File: src/rtl/dsw_pkg.sv
// Package: shared stall-reason type and scheduler-code mapping for the
// dispatch width controller. Assumes a 3-bit scheduler status code.
package dsw_pkg;

    typedef enum logic [2:0] {
        STALL_NONE    = 3'd0,
        STALL_REGFILE = 3'd1,
        STALL_RETIRE  = 3'd2,
        STALL_ISSUEQ  = 3'd3,
        STALL_LOADQ   = 3'd4,
        STALL_STOREQ  = 3'd5,
        STALL_GROUP   = 3'd6,
        STALL_WIDTH   = 3'd7
    } stall_e;

    localparam logic [2:0] SCH_AVAIL  = 3'd0;
    localparam logic [2:0] SCH_ISSUEQ = 3'd1;
    localparam logic [2:0] SCH_LOADQ  = 3'd2;
    localparam logic [2:0] SCH_STOREQ = 3'd3;

    // Map a non-available scheduler code onto its stall reason.
    function automatic stall_e sched_to_stall(input logic [2:0] code);
        case (code)
            SCH_ISSUEQ: return STALL_ISSUEQ;
            SCH_LOADQ:  return STALL_LOADQ;
            SCH_STOREQ: return STALL_STOREQ;
            default:    return STALL_GROUP;
        endcase
    endfunction

endpackage

File: src/rtl/dsw_lane_check.sv
// Module: per-lane dispatch decision. Combinational.
// Applies, in priority order, the carry-over, rename, retire, scheduler and
// slot-fit checks to one candidate. It forwards the remaining slot budget,
// the remaining retire space and the carry-block flag to the next lane.
// Assumes en_in is high only when every older lane fired.
module dsw_lane_check
    import dsw_pkg::*;
#(
    parameter int WIDTH  = 4,
    parameter int UOP_W  = 4,
    parameter int RF_CNT = 2,
    parameter int RET_W  = 5
) (
    input  logic              en_in,
    input  logic              valid,
    input  logic [UOP_W-1:0]  uops,
    input  logic [RF_CNT-1:0] rf_busy,
    input  logic [2:0]        sched,
    input  logic [UOP_W-1:0]  slots_in,
    input  logic              carry_in,
    input  logic [RET_W-1:0]  retire_in,
    output logic              fire,
    output logic              refuse,
    output stall_e            reason,
    output logic [UOP_W-1:0]  slots_out,
    output logic              carry_out,
    output logic [RET_W-1:0]  retire_out,
    output logic [UOP_W-1:0]  wide_amt
);
    localparam logic [UOP_W-1:0] WIDTH_U = UOP_W'(WIDTH);

    logic [UOP_W-1:0] need;
    logic [RET_W:0]   need_ext;
    logic             is_wide;

    // Retire entries needed: zero-micro-op instructions still take one entry.
    always_comb begin
        need     = (uops == '0) ? UOP_W'(1) : uops;
        need_ext = (RET_W+1)'(need);
        is_wide  = (uops > WIDTH_U);
    end

    // Priority-ordered accept/refuse decision for this lane.
    always_comb begin
        fire   = 1'b0;
        refuse = 1'b0;
        reason = STALL_NONE;
        if (en_in && valid) begin
            if (carry_in) begin
                refuse = 1'b1;
                reason = STALL_WIDTH;
            end else if (rf_busy != '0) begin
                refuse = 1'b1;
                reason = STALL_REGFILE;
            end else if ({1'b0, retire_in} < need_ext) begin
                refuse = 1'b1;
                reason = STALL_RETIRE;
            end else if (sched != SCH_AVAIL) begin
                refuse = 1'b1;
                reason = sched_to_stall(sched);
            end else if (is_wide) begin
                if (slots_in == WIDTH_U) begin
                    fire = 1'b1;
                end else begin
                    refuse = 1'b1;
                    reason = STALL_WIDTH;
                end
            end else if (uops <= slots_in) begin
                fire = 1'b1;
            end else begin
                refuse = 1'b1;
                reason = STALL_WIDTH;
            end
        end
    end

    // Budget, retire space and carry state handed to the next lane.
    always_comb begin
        slots_out  = slots_in;
        retire_out = retire_in;
        carry_out  = carry_in;
        wide_amt   = '0;
        if (fire) begin
            retire_out = retire_in - need_ext[RET_W-1:0];
            if (is_wide) begin
                slots_out = '0;
                carry_out = 1'b1;
                wide_amt  = uops - WIDTH_U;
            end else begin
                slots_out = slots_in - uops;
            end
        end
    end

endmodule

File: src/rtl/dsw_budget.sv
// Module: per-cycle slot budget and carry-over register.
// At each clock edge it folds in any excess from a wide instruction fired
// this cycle. It then reloads the budget as width minus carry and drains
// the carry by one width, both clamped at zero.
// Assumes wide_amt is nonzero only when a wide instruction fired.
module dsw_budget #(
    parameter int WIDTH = 4,
    parameter int UOP_W = 4
) (
    input  logic             clk,
    input  logic             rst_n,
    input  logic [UOP_W-1:0] wide_amt,
    output logic [UOP_W-1:0] slots_q,
    output logic [UOP_W-1:0] carry_q
);
    localparam logic [UOP_W-1:0] WIDTH_U = UOP_W'(WIDTH);

    logic [UOP_W-1:0] carry_mid;
    logic [UOP_W-1:0] slots_n;
    logic [UOP_W-1:0] carry_n;

    // Cycle-boundary arithmetic with saturation at zero.
    always_comb begin
        carry_mid = (carry_q != '0) ? carry_q : wide_amt;
        slots_n   = (carry_mid >= WIDTH_U) ? '0 : WIDTH_U - carry_mid;
        carry_n   = (carry_mid > WIDTH_U) ? carry_mid - WIDTH_U : '0;
    end

    // Budget and carry state registers.
    always_ff @(posedge clk) begin
        if (!rst_n) begin
            slots_q <= WIDTH_U;
            carry_q <= '0;
        end else begin
            slots_q <= slots_n;
            carry_q <= carry_n;
        end
    end

    p_slots_bound_r4: assert property (@(posedge clk) disable iff (!rst_n)
        slots_q <= WIDTH_U);

    p_carry_drain_r5: assert property (@(posedge clk) disable iff (!rst_n)
        (carry_q != '0) |=> (carry_q < $past(carry_q)));

    p_refresh_r11: assert property (@(posedge clk) disable iff (!rst_n)
        (carry_q == '0 && wide_amt == '0) |=> (slots_q == WIDTH_U));

endmodule

File: src/rtl/dsw_stall_pick.sv
// Module: merges the per-lane refusals into one stall report.
// Assumes at most one lane refuses per cycle, which the in-order lane
// chain guarantees, so an OR merge of gated fields is exact.
module dsw_stall_pick #(
    parameter int LANES = 4,
    parameter int ID_W  = 6
) (
    input  logic [LANES-1:0]      refuse,
    input  logic [LANES*3-1:0]    reasons,
    input  logic [LANES*ID_W-1:0] ids,
    output logic                  stall_valid,
    output logic [2:0]            stall_reason,
    output logic [ID_W-1:0]       stall_id
);
    // OR-merge the reason and ID of the refusing lane.
    always_comb begin
        stall_valid  = |refuse;
        stall_reason = '0;
        stall_id     = '0;
        for (int i = 0; i < LANES; i++) begin
            if (refuse[i]) begin
                stall_reason = stall_reason | reasons[i*3 +: 3];
                stall_id     = stall_id | ids[i*ID_W +: ID_W];
            end
        end
    end

endmodule

File: src/rtl/dsw_ctrl.sv
// Module: dispatch stage width controller (top).
// Chains one lane checker per candidate in program order. It feeds the
// chain from the registered slot budget and carry-over, and reports the
// fire pulses and the first stall. Assumes lane 0 holds the oldest
// candidate and that retire_free counts the entries free this cycle.
module dsw_ctrl
    import dsw_pkg::*;
#(
    parameter int LANES  = 4,
    parameter int WIDTH  = 4,
    parameter int UOP_W  = 4,
    parameter int ID_W   = 6,
    parameter int RF_CNT = 2,
    parameter int RET_W  = 5
) (
    input  logic                    clk,
    input  logic                    rst_n,
    input  logic [LANES-1:0]        in_valid,
    input  logic [LANES*UOP_W-1:0]  in_uops,
    input  logic [LANES*ID_W-1:0]   in_id,
    input  logic [LANES*RF_CNT-1:0] in_rf_busy,
    input  logic [LANES*3-1:0]      in_sched,
    input  logic [RET_W-1:0]        retire_free,
    output logic [LANES-1:0]        disp_fire,
    output logic [LANES*ID_W-1:0]   disp_id,
    output logic                    stall_valid,
    output logic [2:0]              stall_reason,
    output logic [ID_W-1:0]         stall_id,
    output logic [UOP_W-1:0]        slots_left,
    output logic                    carry_pending
);
    logic [UOP_W-1:0] slots_q;
    logic [UOP_W-1:0] carry_q;
    logic [UOP_W-1:0] wide_any;

    logic [LANES:0]   en_c;
    logic [LANES:0]   carry_c;
    logic [UOP_W-1:0] slots_c  [LANES+1];
    logic [RET_W-1:0] retire_c [LANES+1];
    logic [UOP_W-1:0] wide_l   [LANES];
    logic [LANES-1:0] refuse;
    logic [LANES*3-1:0] reasons;

    // Seed the lane chain from the registered state and the retire count.
    always_comb begin
        en_c[0]     = 1'b1;
        carry_c[0]  = (carry_q != '0);
        slots_c[0]  = slots_q;
        retire_c[0] = retire_free;
    end

    for (genvar g = 0; g < LANES; g++) begin : g_lane
        stall_e reason_l;

        dsw_lane_check #(
            .WIDTH(WIDTH), .UOP_W(UOP_W), .RF_CNT(RF_CNT), .RET_W(RET_W)
        ) u_lane (
            .en_in     (en_c[g]),
            .valid     (in_valid[g]),
            .uops      (in_uops[g*UOP_W +: UOP_W]),
            .rf_busy   (in_rf_busy[g*RF_CNT +: RF_CNT]),
            .sched     (in_sched[g*3 +: 3]),
            .slots_in  (slots_c[g]),
            .carry_in  (carry_c[g]),
            .retire_in (retire_c[g]),
            .fire      (disp_fire[g]),
            .refuse    (refuse[g]),
            .reason    (reason_l),
            .slots_out (slots_c[g+1]),
            .carry_out (carry_c[g+1]),
            .retire_out(retire_c[g+1]),
            .wide_amt  (wide_l[g])
        );

        // Gate this lane's enable, reason and outgoing ID.
        always_comb begin
            en_c[g+1]                = disp_fire[g];
            reasons[g*3 +: 3]        = reason_l;
            disp_id[g*ID_W +: ID_W]  = disp_fire[g] ? in_id[g*ID_W +: ID_W] : '0;
        end

        if (g > 0) begin : g_order
            p_in_order_r2: assert property (@(posedge clk) disable iff (!rst_n)
                disp_fire[g] |-> disp_fire[g-1]);
        end

        p_id_zero_r10: assert property (@(posedge clk) disable iff (!rst_n)
            !disp_fire[g] |-> (disp_id[g*ID_W +: ID_W] == '0));
    end

    // Collect the excess of the one wide instruction that may fire.
    always_comb begin
        wide_any = '0;
        for (int i = 0; i < LANES; i++) wide_any = wide_any | wide_l[i];
    end

    dsw_budget #(.WIDTH(WIDTH), .UOP_W(UOP_W)) u_budget (
        .clk     (clk),
        .rst_n   (rst_n),
        .wide_amt(wide_any),
        .slots_q (slots_q),
        .carry_q (carry_q)
    );

    dsw_stall_pick #(.LANES(LANES), .ID_W(ID_W)) u_pick (
        .refuse      (refuse),
        .reasons     (reasons),
        .ids         (in_id),
        .stall_valid (stall_valid),
        .stall_reason(stall_reason),
        .stall_id    (stall_id)
    );

    // Expose the budget state at the start of the cycle.
    always_comb begin
        slots_left    = slots_q;
        carry_pending = (carry_q != '0);
    end

    p_no_fire_carry_r5: assert property (@(posedge clk) disable iff (!rst_n)
        carry_pending |-> (disp_fire == '0));

    p_one_stall_r9: assert property (@(posedge clk) disable iff (!rst_n)
        $onehot0(refuse));

    p_reason_r9: assert property (@(posedge clk) disable iff (!rst_n)
        stall_valid |-> (stall_reason != 3'd0));

endmodule

File: config.mk
export PLATFORM = sky130hd
export DESIGN_NAME = dsw_ctrl
export DESIGN_NICKNAME = d
export VERILOG_FILES = /design/src/rtl/dsw_pkg.sv /design/src/rtl/dsw_lane_check.sv /design/src/rtl/dsw_budget.sv /design/src/rtl/dsw_stall_pick.sv /design/src/rtl/dsw_ctrl.sv
export SDC_FILE = /design/constraint.sdc
export NUM_CORES = 1
export LEC_CHECK = 0
export BUFFER_PORTS_ARGS = -buffer_cell sky130_fd_sc_hd__buf_4
export CAP_MARGIN = 30
export CORE_MARGIN = 8
export CORE_UTILIZATION = 25
export CTS_BUF_LIST = sky130_fd_sc_hd__clkbuf_4 sky130_fd_sc_hd__clkbuf_8
export CTS_CLUSTER_DIAMETER = 50
export DETAILED_ROUTE_END_ITERATION = 10
export REMOVE_ABC_BUFFERS = 1
export SLEW_MARGIN = 20
export SYNTH_ARGS = -nofsm -noshare
export SYNTH_HDL_FRONTEND = slang
export SYNTH_SLANG_ARGS = --single-unit
File: constraint.sdc
create_clock -name clk -period 13.45 [get_ports clk]
set_input_delay 0.6725 -clock clk [delete_from_list [all_inputs] [get_ports clk]]
set_output_delay 0.6725 -clock clk [all_outputs]
set_load 0.05 [all_outputs]
==> results of run 1 <==
## where the power goes
part           total, mW  internal [mW]  switching [mW]
sequential        0.0290         0.0262         0.00275
clock             0.0281         0.0193         0.00878
combinational      0.195         0.0753           0.120
## registers in the layout, indices dropped and copies added, names as in the netlist
name / count
u_budget.carry_q: 4
u_budget.slots_q: 4
## cells in the final DEF (no fill, tap or decap), types with 4 or more instances in the layout
master / Yosys / layout
nor4_1: 4 / 4
a22oi_1: 6 / 6
nor2_1: 46 / 46
a31oi_1: 10 / 10
inv_1: 42 / 42
nand3_1: 25 / 25
ha_1: 33 / 33
o21bai_1: 4 / 4
o21ai_0: 30 / 30
nor2b_1: 9 / 9
xor2_1: 4 / 4
o21a_1: 5 / 5
xnor2_1: 7 / 7
a21o_1: 9 / 9
and2_1: 28 / 28
mux2i_1: 4 / 4
fa_1: 6 / 6
buf_4: 4 / 113
a21oi_1: 30 / 30
nand2b_1: 6 / 6
o31ai_1: 4 / 4
a31o_2: 4 / 4
nor3_1: 15 / 15
dfxtp_1: 8 / 8
nand4_1: 9 / 9
or2_2: 7 / 7
nand2_1: 52 / 52
## through the flow
| step | hold slack [ns] | setup WS [ns] | util [%] |
|---|---|---|---|
| finish | 0.7474 | 2.882 | 33.17 |
| global route | 0.7637 | 1.902 | 33.17 |
| CTS | 0.7503 | 2.988 | 33.17 |
| detailed placement | 0.7767 | 3.018 | 32.86 |
| global placement | 0.7763 | 3.176 | 32.86 |
| floorplan | 0.6563 | 3.128 | - |
## cell families (layout without fill, tap and decap cells)
| kind of cell | count (synthesis) | in the layout | share of synthesized area, % |
|---|---|---|---|
| AO/OA/AOI/OAI | 134 | 134 | 28.84 |
| XOR/XNOR | 13 | 13 | 4.104 |
| adder cells (fa/ha/maj) | 39 | 39 | 16.04 |
| buffers and inverters | 58 | 159 | 7.116 |
| flip-flops | 8 | 8 | 4.819 |
| multiplexers | 6 | 6 | 1.883 |
| AND/OR/NAND/NOR | 227 | 227 | 37.20 |
## cell type report
class | count | area (um2) | area share, %
clock buffers | 3 | 41.29 | 0.9475
flip-flops and latches | 8 | 160.2 | 3.675
inverters | 43 | 161.4 | 3.704
multi-input cells | 419 | 2927 | 67.15
well taps | 176 | 220.2 | 5.053
repair buffers | 113 | 848.3 | 19.47
## per-layer routing
| metal | routed length (um) | global-route usage [%] | vias to the layer above |
|---|---|---|---|
| met5 | 0 | 0 | - |
| met4 | 76 | 1.787 | 0 |
| met3 | 610 | 1.143 | 6 |
| met2 | 6865 | 26.87 | 121 |
| met1 | 5771 | 18.96 | 1847 |
| li1 | - | - | 1946 |
## final timing paths
| check | start | end | slack [ns] |
|---|---|---|---|
| setup / recovery | in_uops[3] | stall_reason[1] | 2.88 |
| hold / removal | rst_n | u_budget.slots_q[2]$_SDFF_PN1_ | 0.75 |
| hold reg to reg | u_budget.carry_q[1]$_SDFF_PN0_ | u_budget.carry_q[1]$_SDFF_PN0_ | 0.79 |
| setup reg to reg | u_budget.slots_q[0]$_SDFF_PP0_ | u_budget.carry_q[0]$_SDFF_PN0_ | 3.25 |
## Yosys cell counts, drive strengths merged (3+ instances only)
master / instances
nor3: 17
nand2b: 6
dfxtp: 8
xor2: 5
or3: 4
nor4: 7
o31ai: 6
inv: 42
a31o: 5
a21o: 9
and2: 28
buf: 8
o21ai: 32
nand2: 52
a22oi: 6
or2: 10
nand4: 9
a21oi: 31
ha: 33
a31oi: 12
o21bai: 4
fa: 6
nand3: 26
clkbuf: 7
xnor2: 7
nor4b: 3
o21a: 5
mux2i: 4
a21boi: 4
nor2: 48
nor2b: 9
## tightest hold or removal path, stage by stage
cell,delay (ns)
buf_4,0.12
inv_1,0.06
a21o_1,0.09
==> results.txt, run 1 <==
Logic depth of the worst setup path including buffers -> 41
Data arrival at the endpoint of the critical path -> 9.90 ns
Via count -> 3,920
Hold Path Cell Cnt -> 3
Max Clock Freq -> 94.63 MHz
Sequential cell area fraction in the yosys report -> 4.819%
Number of global-route vias before repair -> 3,930
Crit Path Category -> input port to output port
Final setup violation count -> 0
Number of synthesis warnings -> 0
Vertical die dimension -> 131.3 um
Area share of the leading cell type in the synthesized netlist -> 12.42%
Drt via density -> 5.144
CTS tree -> built
Cell at the root of the clock tree -> clkbuf_8
Crit-path leading delay family -> compound AO/OA/AOI/OAI gates
Post-synth EDFFs -> 0
Placed Area -> 0.004317 mm2
Layout overhead on the synthesized area -> 31.14%
Total Wirelength -> 13,320 um
Kind of end point of the critical path -> output port
First-pass GRT wire length -> 21,090 um
Cells after DPL -> 759
Largest fanout of any net on the critical path -> 17
Clock latency of the later-clocked register in the worst-skew pair -> 0.23 ns
Clock Path Buffers -> 2
Max Transition Viols Final -> 0
Worst slew slack as a fraction of its limit -> 39.32%
Core footprint -> 0.01314 mm2
Count of pins on the block boundary -> 114
Number of inserted filler cells in the final layout -> 1,441
Critical Path Most Common Cell -> o21ai_0
Post-layout power -> 0.2521 mW
Layout Nets -> 698
Reported leakage power -> 2.010 nW
Post-Syn Area -> 0.003323 mm2
Stage delay of the slowest cell on the critical path -> 0.62 ns
Unique cell type count in the Yosys netlist -> 79
Buffers plus inverters on the worst setup path -> 4
Count of routing violations after the opening detailed-route iteration -> 272
Ratio of cells with drive above 1 in the final layout -> 26.45%
Number of input and output port buffers inserted -> 113
Path category of the worst min-delay check -> input port to flip-flop
Final design instance area without fill -> 0.004358 mm2
Main area contributors after synthesis -> ha_1, nand2_1, and2_1, nor2_1, dfxtp_1
Worst endpoint required time -> 12.78 ns
Largest area contributor in the synthesized netlist -> ha_1
Launching element type of the critical path -> input port
Pwr per Cell Area -> 57.85 mW/mm2
Starting density of the core -> 25.30%
Number of buffers inserted by post-CTS setup repair -> 0
Unrepaired setup endpoints after global routing -> no
Pin count of the biggest net entering global routing -> 18
Run status -> finished clean
Cells after Synth -> 485
Max Clock Skew -> 0.001211 ns
Routed length per placed instance -> 17.49 um
Aggregate global-route resource usage -> 14.76%
Initial antenna violation count -> 0
RePlAce Congestion -> 0.9267
Detail Placement HPWL -> 11,540 um
Post-synthesis area per instance -> 6.852 um2
Post-DRT Antenna Nets -> 0
Number of cells in the finished layout apart from fillers -> 762
Count of final hold-check violations -> 0
Remaining global-route overflow -> 0
Post-route DRC -> 0
Peak supply drop -> 0.02507 mV
Count of state elements after synthesis -> 8
H-tree depth -> 1
Clock period minus final worst setup slack -> 10.57 ns
Number of antenna repair diodes -> 0
Final TNS setup -> 0 ns
Number of buffers inserted during clock tree synthesis -> 3
Clock-pin slew reported for the worst setup and hold paths after clock tree synthesis -> 0.04 ns
Horizontal die dimension -> 131.3 um
Share of the cycle needed by the critical path after routing -> 78.57%
Detailed-router iteration count before antenna repair -> 5
Post-cts hold buffer count -> 0
Number of cells on the worst reg-to-reg path -> 42
Proportion of register bits with asynchronous set or reset after synthesis -> 0%
# clock sinks -> 8
Gates resized, CTS repair -> 0
Total of max-cap violations -> 0
Actual slew at the worst max-slew pin -> 0.9018 ns
Critical-path top delay cell -> or2_0
Number of placement rows -> 42
Most frequently used flop master after synthesis -> dfxtp_1
Die footprint -> 0.01724 mm2
Note: power is estimated with default switching activity, not from simulation.
==> run 2: changes to the inputs <==
Clock period 13.45 ns to 9 ns, I/O delays scaled along.
==> run 2 against run 1 <==
Against the previous run:
- first-iteration DRC count up 0.37%
- final cell count increased by 3.3%
- register-to-register slack got worse by 2.6 ns
- critical path depth up 1
- design area grew 6.7%
- non-clock buffer count grew 24
- sequential power grew 50%
- sequential cell count did not move
- clock power up 50%
- critical endpoint is now disp_id[22]
- largest cell class unchanged
- global-route usage up 0.36 points
- power increased by 57%
==> results.txt, run 2 (synthesized netlist as in run 1, its figures left out) <==
Run status -> finished clean
Max Clock Skew -> 0.006663 ns
Worst slew slack as a fraction of its limit -> 39.18%
Data arrival at the endpoint of the critical path -> 7.98 ns
Detail Placement HPWL -> 11,870 um
CTS tree -> built
# clock sinks -> 8
Actual slew at the worst max-slew pin -> 0.9081 ns
Core footprint -> 0.01314 mm2
Die footprint -> 0.01724 mm2
Unrepaired setup endpoints after global routing -> no
Post-DRT Antenna Nets -> 0
Number of input and output port buffers inserted -> 113
Final Util -> 35.39%
Cells after DPL -> 770
Clock latency of the later-clocked register in the worst-skew pair -> 0.23 ns
Total of max-cap violations -> 0
Horizontal die dimension -> 131.3 um
Setup slack at placement -> 0.1116 ns
Peak supply drop -> 0.03809 mV
Count of final hold-check violations -> 0
Crit Path Category -> input port to output port
Commonest non-fill, non-tap cells in the layout -> buf_4, nand2_1, nor2_1, inv_1, ha_1
Via count -> 4,029
Post-route DRC -> 0
Final setup violation count -> 0
Critical-path top delay cell -> fa_1
Final WS setup -> 0.5669 ns
Stage delay of the slowest cell on the critical path -> 0.39 ns
Placed Area -> 0.004399 mm2
Drt via density -> 5.119
Layout Nets -> 723
Post-layout power -> 0.3958 mW
Number of antenna repair diodes -> 0
Number of buffers inserted during clock tree synthesis -> 3
Starting density of the core -> 25.30%
Cell at the root of the clock tree -> clkbuf_8
Layout overhead on the synthesized area -> 39.91%
Vertical die dimension -> 131.3 um
Buffers plus inverters on the worst setup path -> 6
Ratio of cells with drive above 1 in the final layout -> 31.75%
Largest registers in the final layout -> u_budget.carry_q (4), u_budget.slots_q (4)
Clock Path Buffers -> 2
Clock-pin slew reported for the worst setup and hold paths after clock tree synthesis -> 0.04 ns
Path category of the worst min-delay check -> input port to flip-flop
Reported leakage power -> 2.137 nW
Launching element type of the critical path -> input port
Routed length per placed instance -> 17.64 um
Share of the cycle needed by the critical path after routing -> 93.70%
RePlAce Congestion -> 0.9718
Largest fanout of any net on the critical path -> 12
Initial antenna violation count -> 0
Number of cells in the finished layout apart from fillers -> 787
Total Wirelength -> 13,880 um
First-pass GRT wire length -> 21,860 um
Aggregate global-route resource usage -> 15.12%
Clock period minus final worst setup slack -> 8.433 ns
Detailed-router iteration count before antenna repair -> 5
Number of placement rows -> 42
Worst endpoint required time -> 8.55 ns
Max Clock Freq -> 118.6 MHz
Final design instance area without fill -> 0.004649 mm2
Count of routing violations after the opening detailed-route iteration -> 273
Pin count of the biggest net entering global routing -> 13
Crit-path leading delay family -> simple AND/OR/NAND/NOR gates
Number of global-route vias before repair -> 4,163
Pwr per Cell Area -> 85.12 mW/mm2
Max Transition Viols Final -> 0
Count of pins on the block boundary -> 114
Kind of end point of the critical path -> output port
H-tree depth -> 1
Remaining global-route overflow -> 0
Leading cell type in the layout, fill and taps excluded -> buf_4
run 2: stage by stage:
stage	hold WS, ns	TNS [ns]
after floorplan	0.5975	-21.74
after global placement	0.7543	0
after detailed placement	0.7512	0
after CTS	0.5227	0
after global routing	0.5491	0
final	0.5357	0
run 2: area by class of cell:
cell class,instances,area [um2]
clock buffers,3,41.29
fillers,1427,8488
inverters,43,165.2
multi-input cells,420,3029
flip-flops and latches,8,161.4
well taps,176,220.2
repair buffers,137,1032
run 2: worst paths after layout:
path                            slack, ns                              to                      startpoint  cells past startpoint
worst max-delay path                 0.57                     disp_id[22]                      in_uops[3]                     42
worst min-delay path                 0.54  u_budget.slots_q[2]$_SDFF_PN1_                           rst_n                      3
worst max register to register       0.70  u_budget.carry_q[0]$_SDFF_PN0_  u_budget.slots_q[0]$_SDFF_PP0_                     45
worst min register to register       0.80  u_budget.carry_q[1]$_SDFF_PN0_  u_budget.carry_q[1]$_SDFF_PN0_                      4
run 2: tightest hold or removal path, cell delays in order:
cell,delay [ns]
buf_4,0.11
inv_1,0.07
a21o_1,0.09
run 2: what timing repair did:
action | in CTS | in global routing
pin swaps | 0 | 10
hold buffers | 0 | 0
gates resized for setup | 1 | 23
buffers inserted | 0 | 13
endpoints found under the setup margin | 8 | 25
cloned | 0 | 1
run 2: routing by layer:
metal	wire, um	GRT usage, %	part of all wire, %
met1	6090	18.70	44
met2	7044	27.33	51
met3	402	1.181	2.9
met4	341	4.276	2.5
met5	0	0	0
run 2: power breakdown:
| group | total [mW] | switching [mW] | internal, mW |
|---|---|---|---|
| combinational | 0.310 | 0.188 | 0.122 |
| sequential | 0.0434 | 0.00419 | 0.0392 |
| clock | 0.0422 | 0.0133 | 0.0289 |
